### config.mk
export PLATFORM = sky130hd
export DESIGN_NAME = qsib_irq_bank
export DESIGN_NICKNAME = d
export VERILOG_FILES = /design/src/rtl/qsib_pkg.sv /design/src/rtl/qsib_cond_select.sv /design/src/rtl/qsib_uo_bank.sv /design/src/rtl/qsib_irq_group.sv /design/src/rtl/qsib_irq_bank.sv
export SDC_FILE = /design/constraint.sdc
export NUM_CORES = 1
export LEC_CHECK = 0
export ABC_AREA = 1
export BUFFER_PORTS_ARGS = -buffer_cell sky130_fd_sc_hd__buf_4
export CAP_MARGIN = 20
export CELL_PAD_IN_SITES_DETAIL_PLACEMENT = 2
export CELL_PAD_IN_SITES_GLOBAL_PLACEMENT = 2
export CORE_MARGIN = 4
export CORE_UTILIZATION = 31
export DETAILED_ROUTE_END_ITERATION = 7
export GPL_ROUTABILITY_DRIVEN = 1
export GPL_TIMING_DRIVEN = 0
export PLACE_DENSITY_LB_ADDON = 0.1
export RECOVER_POWER = 25
export SETUP_SLACK_MARGIN = 0.4
export SYNTH_ARGS = -nofsm -noshare
export SYNTH_HDL_FRONTEND = slang
export SYNTH_HIERARCHICAL = 1
export SYNTH_SLANG_ARGS = --single-unit
### constraint.sdc
create_clock -name clk -period 1.77 [get_ports clk]
set_clock_uncertainty 0.15 [all_clocks]
set_input_delay 0 -clock clk [delete_from_list [all_inputs] [get_ports clk]]
set_output_delay 0 -clock clk [all_outputs]
set_load 0.01 [all_outputs]
### src/rtl/qsib_pkg.sv
package qsib_pkg;
    localparam int WORD_W         = 32;
    localparam int LOW_Q          = 32;
    localparam int UPP_Q          = 32;
    localparam int NIB_W          = 4;
    localparam int QPW_NIB        = WORD_W / NIB_W;
    localparam int LOW_STAT_WORDS = LOW_Q / QPW_NIB;
    localparam int UO_QPW         = WORD_W / 2;
    localparam int UO_WORDS       = LOW_Q / UO_QPW;
    localparam int ADDR_W         = 4;
    localparam int STICKY_BIT     = 3;

    // Word index map; the order is fixed because software walks it.
    typedef enum logic [ADDR_W-1:0] {
        A_LSTAT0 = 4'd0, A_LSTAT1, A_LSTAT2, A_LSTAT3,
        A_UO0, A_UO1,
        A_UNE, A_UFULL,
        A_SEL0, A_SEL1, A_SEL2, A_SEL3,
        A_EN_LO, A_EN_UP,
        A_FL_LO, A_FL_UP
    } reg_idx_e;

    typedef struct packed {
        logic full;
        logic nfull;
        logic nempty;
        logic empty;
    } qcond_t;

    typedef struct packed {
        logic       rsvd;
        logic       invert;
        logic [1:0] pick;
    } qsel_t;

    function automatic logic sel_cond(qcond_t c, qsel_t s);
        logic v;
        case (s.pick)
            2'd0:    v = c.empty;
            2'd1:    v = c.nempty;
            2'd2:    v = c.nfull;
            default: v = c.full;
        endcase
        return v ^ s.invert;
    endfunction
endpackage

### src/rtl/qsib_cond_select.sv
module qsib_cond_select
    import qsib_pkg::*;
#(
    parameter int NQ = LOW_Q
) (
    input  logic [NQ*NIB_W-1:0] cond_nib,
    input  logic [NQ*NIB_W-1:0] sel_nib,
    output logic [NQ-1:0]       cond_out
);
    for (genvar q = 0; q < NQ; q++) begin : g_q
        assign cond_out[q] = sel_cond(qcond_t'(cond_nib[q*NIB_W +: NIB_W]),
                                      qsel_t'(sel_nib[q*NIB_W +: NIB_W]));
    end
endmodule

### src/rtl/qsib_uo_bank.sv
module qsib_uo_bank
    import qsib_pkg::*;
#(
    parameter int NQ = LOW_Q,
    localparam int NW = (2 * NQ) / WORD_W
) (
    input  logic              clk,
    input  logic              rst,
    input  logic [NQ-1:0]     uf_pulse,
    input  logic [NQ-1:0]     of_pulse,
    input  logic [NW-1:0]     wr_word,
    input  logic [WORD_W-1:0] wdata,
    output logic [2*NQ-1:0]   bits
);
    logic [2*NQ-1:0] set_v;

    for (genvar q = 0; q < NQ; q++) begin : g_pair
        assign set_v[2*q]   = uf_pulse[q];
        assign set_v[2*q+1] = of_pulse[q];
    end

    for (genvar w = 0; w < NW; w++) begin : g_word
        always_ff @(posedge clk) begin
            if (rst)
                bits[w*WORD_W +: WORD_W] <= '0;
            else if (wr_word[w])
                bits[w*WORD_W +: WORD_W] <= (bits[w*WORD_W +: WORD_W] & wdata)
                                            | set_v[w*WORD_W +: WORD_W];
            else
                bits[w*WORD_W +: WORD_W] <= bits[w*WORD_W +: WORD_W]
                                            | set_v[w*WORD_W +: WORD_W];
        end
    end
endmodule

### src/rtl/qsib_irq_group.sv
module qsib_irq_group #(
    parameter int NQ = 32
) (
    input  logic          clk,
    input  logic          rst,
    input  logic [NQ-1:0] cond,
    input  logic [NQ-1:0] en,
    input  logic          sticky,
    input  logic          clr_wr,
    input  logic [NQ-1:0] clr_data,
    output logic [NQ-1:0] flags,
    output logic          irq
);
    logic [NQ-1:0] prev;
    logic [NQ-1:0] clr_mask;
    logic [NQ-1:0] rise;

    assign clr_mask = clr_wr ? clr_data : '0;
    assign rise     = cond & ~prev & en;

    always_ff @(posedge clk) begin
        if (rst) begin
            prev  <= '0;
            flags <= '0;
        end else begin
            prev <= cond;
            if (sticky)
                flags <= (flags & ~clr_mask) | rise;
            else
                flags <= cond & en;
        end
    end

    assign irq = |flags;
endmodule

### src/rtl/qsib_irq_bank.sv
module qsib_irq_bank
    import qsib_pkg::*;
(
    input  logic                   clk,
    input  logic                   rst,
    input  logic [LOW_Q*NIB_W-1:0] low_cond,
    input  logic [LOW_Q-1:0]       low_uf,
    input  logic [LOW_Q-1:0]       low_of,
    input  logic [UPP_Q-1:0]       upp_ne,
    input  logic [UPP_Q-1:0]       upp_full,
    input  logic                   reg_wr,
    input  logic [ADDR_W-1:0]      reg_addr,
    input  logic [WORD_W-1:0]      reg_wdata,
    output logic [WORD_W-1:0]      reg_rdata,
    output logic                   irq_lo,
    output logic                   irq_up
);
    logic [LOW_Q*NIB_W-1:0] sel_q;
    logic [LOW_Q-1:0]       en_lo;
    logic [UPP_Q-1:0]       en_up;
    logic [2*LOW_Q-1:0]     uo_bits;
    logic [UO_WORDS-1:0]    uo_wr;
    logic [LOW_Q-1:0]       cond_lo;
    logic [LOW_Q-1:0]       flag_lo;
    logic [UPP_Q-1:0]       flag_up;
    logic                   sticky;

    assign sticky = sel_q[STICKY_BIT];

    // Configuration words: source fields and enables.
    always_ff @(posedge clk) begin
        if (rst) begin
            sel_q <= '0;
            en_lo <= '0;
            en_up <= '0;
        end else if (reg_wr) begin
            for (int w = 0; w < LOW_STAT_WORDS; w++)
                if (reg_addr == ADDR_W'(int'(A_SEL0) + w))
                    sel_q[w*WORD_W +: WORD_W] <= reg_wdata;
            if (reg_addr == A_EN_LO) en_lo <= reg_wdata[LOW_Q-1:0];
            if (reg_addr == A_EN_UP) en_up <= reg_wdata[UPP_Q-1:0];
        end
    end

    for (genvar w = 0; w < UO_WORDS; w++) begin : g_uowr
        assign uo_wr[w] = reg_wr && (reg_addr == ADDR_W'(int'(A_UO0) + w));
    end

    qsib_uo_bank #(.NQ(LOW_Q)) u_uo (
        .clk      (clk),
        .rst      (rst),
        .uf_pulse (low_uf),
        .of_pulse (low_of),
        .wr_word  (uo_wr),
        .wdata    (reg_wdata),
        .bits     (uo_bits)
    );

    qsib_cond_select #(.NQ(LOW_Q)) u_sel (
        .cond_nib (low_cond),
        .sel_nib  (sel_q),
        .cond_out (cond_lo)
    );

    qsib_irq_group #(.NQ(LOW_Q)) u_grp_lo (
        .clk      (clk),
        .rst      (rst),
        .cond     (cond_lo),
        .en       (en_lo),
        .sticky   (sticky),
        .clr_wr   (reg_wr && reg_addr == A_FL_LO),
        .clr_data (reg_wdata[LOW_Q-1:0]),
        .flags    (flag_lo),
        .irq      (irq_lo)
    );

    // Upper group: source is fixed to nearly-empty.
    qsib_irq_group #(.NQ(UPP_Q)) u_grp_up (
        .clk      (clk),
        .rst      (rst),
        .cond     (upp_ne),
        .en       (en_up),
        .sticky   (sticky),
        .clr_wr   (reg_wr && reg_addr == A_FL_UP),
        .clr_data (reg_wdata[UPP_Q-1:0]),
        .flags    (flag_up),
        .irq      (irq_up)
    );

    always_comb begin
        reg_rdata = '0;
        case (reg_addr)
            A_LSTAT0, A_LSTAT1, A_LSTAT2, A_LSTAT3:
                reg_rdata = low_cond[reg_addr[1:0]*WORD_W +: WORD_W];
            A_UO0, A_UO1:
                reg_rdata = uo_bits[reg_addr[0]*WORD_W +: WORD_W];
            A_UNE:   reg_rdata = upp_ne;
            A_UFULL: reg_rdata = upp_full;
            A_SEL0, A_SEL1, A_SEL2, A_SEL3:
                reg_rdata = sel_q[reg_addr[1:0]*WORD_W +: WORD_W];
            A_EN_LO: reg_rdata = en_lo;
            A_EN_UP: reg_rdata = en_up;
            A_FL_LO: reg_rdata = flag_lo;
            default: reg_rdata = flag_up;
        endcase
    end
endmodule

Word level (Yosys, flattened, before mapping)
Cells that the tools add are included.
{ "totals": {"wordCells": 233, "register_bits": 384} }
{ "op_classes": {"eq_ne": 79, "shift": 3, "n_reduce_logical": 48, "muxes": 39, "bitwise_logic": 52} }
{ "op_table": {"columns": ["op", "n"], "rows": [
  ["bitwise AND 32 bit", 10],
  ["one-hot mux 32 bit (8 select lines)", 1],
  ["variable part select 128 x 8 -> 32 bit", 2],
  ["two-way mux 32 bit", 6],
  ["OR 32 bit", 6],
  ["NOT 32 bit", 4],
  ["one-hot mux 1 bit (3 select lines)", 32],
  ["== test 2 x 1 -> 1 bit (second input constant)", 32],
  ["== test 2 bit (second input constant)", 32],
  ["logical NOT 2 bit", 32],
  ["OR reduction 32 bit", 2],
  ["variable part select 64 x 7 -> 32 bit", 1],
  ["== test 4 bit (second input constant)", 8],
  ["XOR 1 bit", 32],
  ["== test 4 x 3 -> 1 bit (second input constant)", 4],
  ["AND reduction 2 bit", 6],
  ["== test 4 x 2 -> 1 bit (second input constant)", 2],
  ["OR reduction 4 bit", 2],
  ["== test 4 x 1 -> 1 bit (second input constant)", 1],
  ["logical AND 1 bit", 4],
  ["logical NOT 4 bit", 1],
  ["OR reduction 2 bit", 1]
]} }

Depth between registers and ports, before layout
{ "depth": {"word_depth": 7, "depth_mapped": 11, "depth_no_buf": 10} }

Modules after synthesis
The synthesis kept the hierarchy.
{ "modules_own_cells": {"columns": ["module", "seq_area_each_um2", "area_per_inst_um2", "cells_each", "n_inst"], "rows": [
  ["qsib_irq_bank", 3843.7, 11533.6, 1988, 1],
  ["qsib_irq_group", 1281.2, 3050.4, 350, 2],
  ["qsib_uo_bank", 1281.2, 2598.7, 365, 1],
  ["qsib_cond_select", 0.0, 1841.8, 416, 1]
]} }

Least setup slack after synthesis
No wires, ideal clock.
{ "synth_path": {"path_kind": "input port to flip-flop", "from": "input port reg_addr[3]", "to": "register u_grp_up.flags[10]", "arrival_time_ns": 1.339, "n_path_buf": 4, "cell_stages": 11, "setup_slack_ns": 0.164, "cell_sequence": "buf_2 > nand2_4 > clkinv_1 > nand2_1 > buf_2 > buf_2 > nor2_1 > buf_2 > nand2_1 > nand3_1 > o21ai_2"} }
{ "synth_via": {"elab_chain_len": 7} }
{ "synth_rtl": {"columns": ["item", "line_no", "source"], "rows": [
  ["start, declared", "qsib_irq_bank.sv:12", "input logic [ADDR_W-1:0] reg_addr,"],
  ["== test 4 bit", "qsib_irq_bank.sv:84", ".clr_wr (reg_wr && reg_addr == A_FL_UP),"],
  ["logical AND 1 bit", "qsib_irq_bank.sv:84", null],
  ["two-way mux 32 bit", "qsib_irq_group.sv:18", "assign clr_mask = clr_wr ? clr_data : '0;"],
  ["NOT 32 bit", "qsib_irq_group.sv:28", "flags <= (flags & ~clr_mask) | rise;"],
  ["bitwise AND 32 bit", "qsib_irq_group.sv:28", null],
  ["OR 32 bit", "qsib_irq_group.sv:28", null],
  ["two-way mux 32 bit", "qsib_irq_group.sv:27", "if (sticky)"],
  ["end signal, assigned", "qsib_irq_group.sv:28", null],
  ["end signal, assigned", "qsib_irq_group.sv:30", "flags <= cond & en;"],
  ["end, declared", "qsib_irq_group.sv:11", "output logic [NQ-1:0] flags,"]
]} }
Every way passes these cells.
A chain may end at the register's enable or synchronous reset.

Final worst setup path
{ "layout_path": {"from": "register sel_q[110]", "to": "output port reg_rdata[14]"} }
{ "layout_via": {"elab_chain_len": 2} }
{ "layout_rtl": {"columns": ["item", "line_no", "source"], "rows": [
  ["start, declared", "qsib_irq_bank.sv:18", "logic [LOW_Q*NIB_W-1:0] sel_q;"],
  ["start signal, assigned by index", "qsib_irq_bank.sv:39", "sel_q[w*WORD_W +: WORD_W] <= reg_wdata;"],
  ["variable part select 128 x 8 -> 32 bit", "qsib_irq_bank.sv:100", "reg_rdata = sel_q[reg_addr[1:0]*WORD_W +: WORD_W];"],
  ["one-hot mux 32 bit (8 select lines)", "qsib_irq_bank.sv:92", "case (reg_addr)"],
  ["end, declared", "qsib_irq_bank.sv:14", "output logic [WORD_W-1:0] reg_rdata,"]
]} }
Every way passes these cells.

==> flow_summary.ini <==
[critical_path]
crit_cells = 5
path_class = register to primary output
start_kind = register
worst-path-buf-inv = 1
crit_family = simple AND/OR/NAND/NOR gates
cpPeakStageDelay_ns = 0.44
path_max_fanout = 4
cpMaxStageDelayCell = dfxtp_1
crit_start = sel_q[110]
cp.required_ns = 1.62
worstPathArrival_ns = 2.17
crit_chain = nand2_1, nand3_1, nand4_1, nand3_2, buf_6
ff2ff_path_depth = 10
reg2reg_from = sel_q[116]
crit_path_end_kind = primary output

[cts]
cts_tree = built
cts_max_path_buffers = 3
cts-root-buf = clkbuf_16
clkSinkCount = 384
clk_transition_reported_paths_ns = 0.08
cts_buffers = 47
clkLatencyLatePin_ns = 0.65
cts_max_level = 2

[routing]
drtIter0Drc = 2345
drc = 0
route.met3.wl_mm = 12.93
drt_wl_total_mm = 168.8
vias_per_cell = 5.687
vias = 29530
antenna_left = 0
dr.pass1.iters = 5
route.met2.wl_mm = 80.32
met1_length_mm = 61.05
top_layer = met5
post_drt_wl_per_cell_um = 32.51

[yosys]
ys_ff_latch = 384
synth_top_area_share_pct = 34.82
synth_area_leaders = dfxtp_1 35%, nand2_1 23%, nand3_1 9.8%
syn_nets = 3764
ys_warn_count = 6
ys_seq_area_share_pct = 34.82
yosysTopAreaCell = dfxtp_1
syn_area_per_cell_sq_um = 6.363
synthesis.instances = 3469
syn_area_sq_mm = 0.02207
synth.distinct_cells = 30

[worst_hold_path]
min_from = reg_addr[1]
min_path_cells = 5
hold_path.class = input pin to register

[die]
row_count = 97
dieArea_sq_mm = 0.07554
die_y_um = 274.9
pin_count = 329
start_util_pct = 31.41
die_width_um = 274.9
core_sq_mm = 0.07027

[status]
violations = hold timing, setup timing
outcome = finished, violations left

[place]
port_buffers = 324
pre_cts_ws_ns = -1.155
hpwlAfterDp_mm = 102.4
placed_cells = 4736
globalplace.congestion = 0.9483

[timing]
fin_hold_ws_ns = -0.1232
rsz0062_at_grt = yes
finalMaxSlewViolations = 0
layout_setup_ws_ns = -0.5472
timing.fmax_mhz = 431.5
layout_worst_path_cycle_share_pct = 130.9
worst_pin_slew_ns = 1.392
tns_ns = -28.56
finalHoldViolations = 4
slew_headroom_pct = 7.196
finalSetupViolations = 165
period_minus_slack_ns = 2.317

[finish]
nets = 4501
final_core_util_pct = 47.97
drive_above_1_share_pct = 37.74
syn_to_final_growth_pct = 52.69
layout.cells.non_filler = 5192
fillers = 7959

[flow_run]
max_cap_viol_count = 0

[power_and_ir_drop]
ir_worst_vdd_mv = 0.7119
leakagePower_nw = 14.30
power.density_mw_per_mm2 = 743.1

[global_route]
antenna_found_initial = 7
gr-total-overflow = 0
grt_use_total_pct = 38.61
grt_max_degree = 13
grt_pass1_wl_mm = 215.0
grt_pass1_vias = 31420
[flip-flops by register name, summed over array words and instances, names as in the netlist]
name / flops
u_grp_up/flags: 32
u_uo/bits: 64
en_lo: 32
en_up: 32
u_grp_up/prev: 32
u_grp_lo/flags: 32
sel_q: 128
u_grp_lo/prev: 32
[layer usage]
metal / up-vias / GRT usage, %
li1: 12400 / -
met1: 14770 / 44.62
met2: 1635 / 68.25
met3: 721 / 5.826
met4: 4 / 21.53
met5: - / 0
[synthesized netlist by cell type, drive strengths merged]
| cell type | count |
|---|---|
| nand2 | 1386 |
| nand3 | 520 |
| dfxtp | 384 |
| inv | 361 |
| a21oi | 260 |
| nor2 | 251 |
| buf | 127 |
| o21ai | 64 |
| clkbuf | 63 |
| nor3 | 15 |
| nand4 | 12 |
| o211ai | 12 |
| a211oi | 9 |
| and2 | 4 |
| clkinv | 1 |
[cell families (layout without fill, tap and decap cells)]
logic type | after synthesis | count (layout) | synth area share, %
AO/OA/AOI/OAI | 345 | 345 | 9.261
buffers and inverters | 552 | 1328 | 11.06
flip-flops | 384 | 384 | 34.82
other | 0 | 7 | 0
AND/OR/NAND/NOR | 2188 | 2188 | 44.85
[layout make-up]
cell class / instances / area, sq um / share of cell area, %
multi-input cells: 2533 / 14020 / 41.60
repair buffers: 688 / 6100 / 18.10
well taps: 940 / 1176 / 3.489
plain buffers: 190 / 1360 / 4.035
flip-flops and latches: 384 / 7981 / 23.68
inverters: 362 / 1460 / 4.332
clock inverters: 24 / 240.2 / 0.7127
clock buffers: 64 / 1351 / 4.009
diodes: 7 / 17.52 / 0.05197
[cell usage in the layout, fill, tap and decap left out, drive strengths merged]
| cell | Yosys | final |
|---|---|---|
| nand2 | 1386 | 1386 |
| clkdlybuf4s25 | 0 | 2 |
| nand4 | 12 | 12 |
| clkbuf | 63 | 149 |
| nand3 | 520 | 520 |
| buf | 127 | 533 |
| diode | 0 | 7 |
| a211oi | 9 | 9 |
| nor2 | 251 | 251 |
| dfxtp | 384 | 384 |
| clkinvlp | 0 | 4 |
| nor3 | 15 | 15 |
| and2 | 4 | 4 |
| o211ai | 12 | 12 |
| dlymetal6s4s | 0 | 1 |
| clkinv | 1 | 18 |
| a21oi | 260 | 260 |
| bufinv | 0 | 4 |
| o21ai | 64 | 64 |
| dlygate4sd3 | 0 | 257 |
| inv | 361 | 360 |
[metrics by stage]
stage	power, mW	hold slack (ns)	cell area, sq um
2_1_floorplan	10.83	-0.03149	22140
3_3_place_gp	12.88	0.07288	25750
3_5_place_dp	13.00	0.07419	25800
4_1_cts	24.12	-0.2170	32180
5_1_grt	25.51	-0.1105	33690
6_report	25.05	-0.1232	33710
[tightest hold or removal path, stage by stage]
cell,delay (ns)
clkbuf_4,0.18
nand2_4,0.13
nor2_2,0.15
nand2_1,0.11
a21oi_1,0.07
[worst paths after layout]
kind                             end  slack (ns)
setup / recovery       reg_rdata[14]       -0.55
hold reg to reg    u_grp_lo/flags[0]        0.30
setup reg to reg  u_grp_lo/flags[29]       -0.17
hold / removal            sel_q[127]       -0.12
[power breakdown]
part           switching (mW)  internal, mW  total (mW)
Combinational            3.48          1.94        5.42
Clock                    4.65          5.94        10.6
Sequential              0.188          8.85        9.04
[timing repair]
item                       CTS  global route
hold endpoints to repair   384             8
cloned                       0             1
setup endpoints to repair  178           325
pin swaps                  179           196
buffers inserted            63            37
gates resized for setup    627           501
hold buffers               259             1
Note: power is estimated with default switching activity, not from simulation.
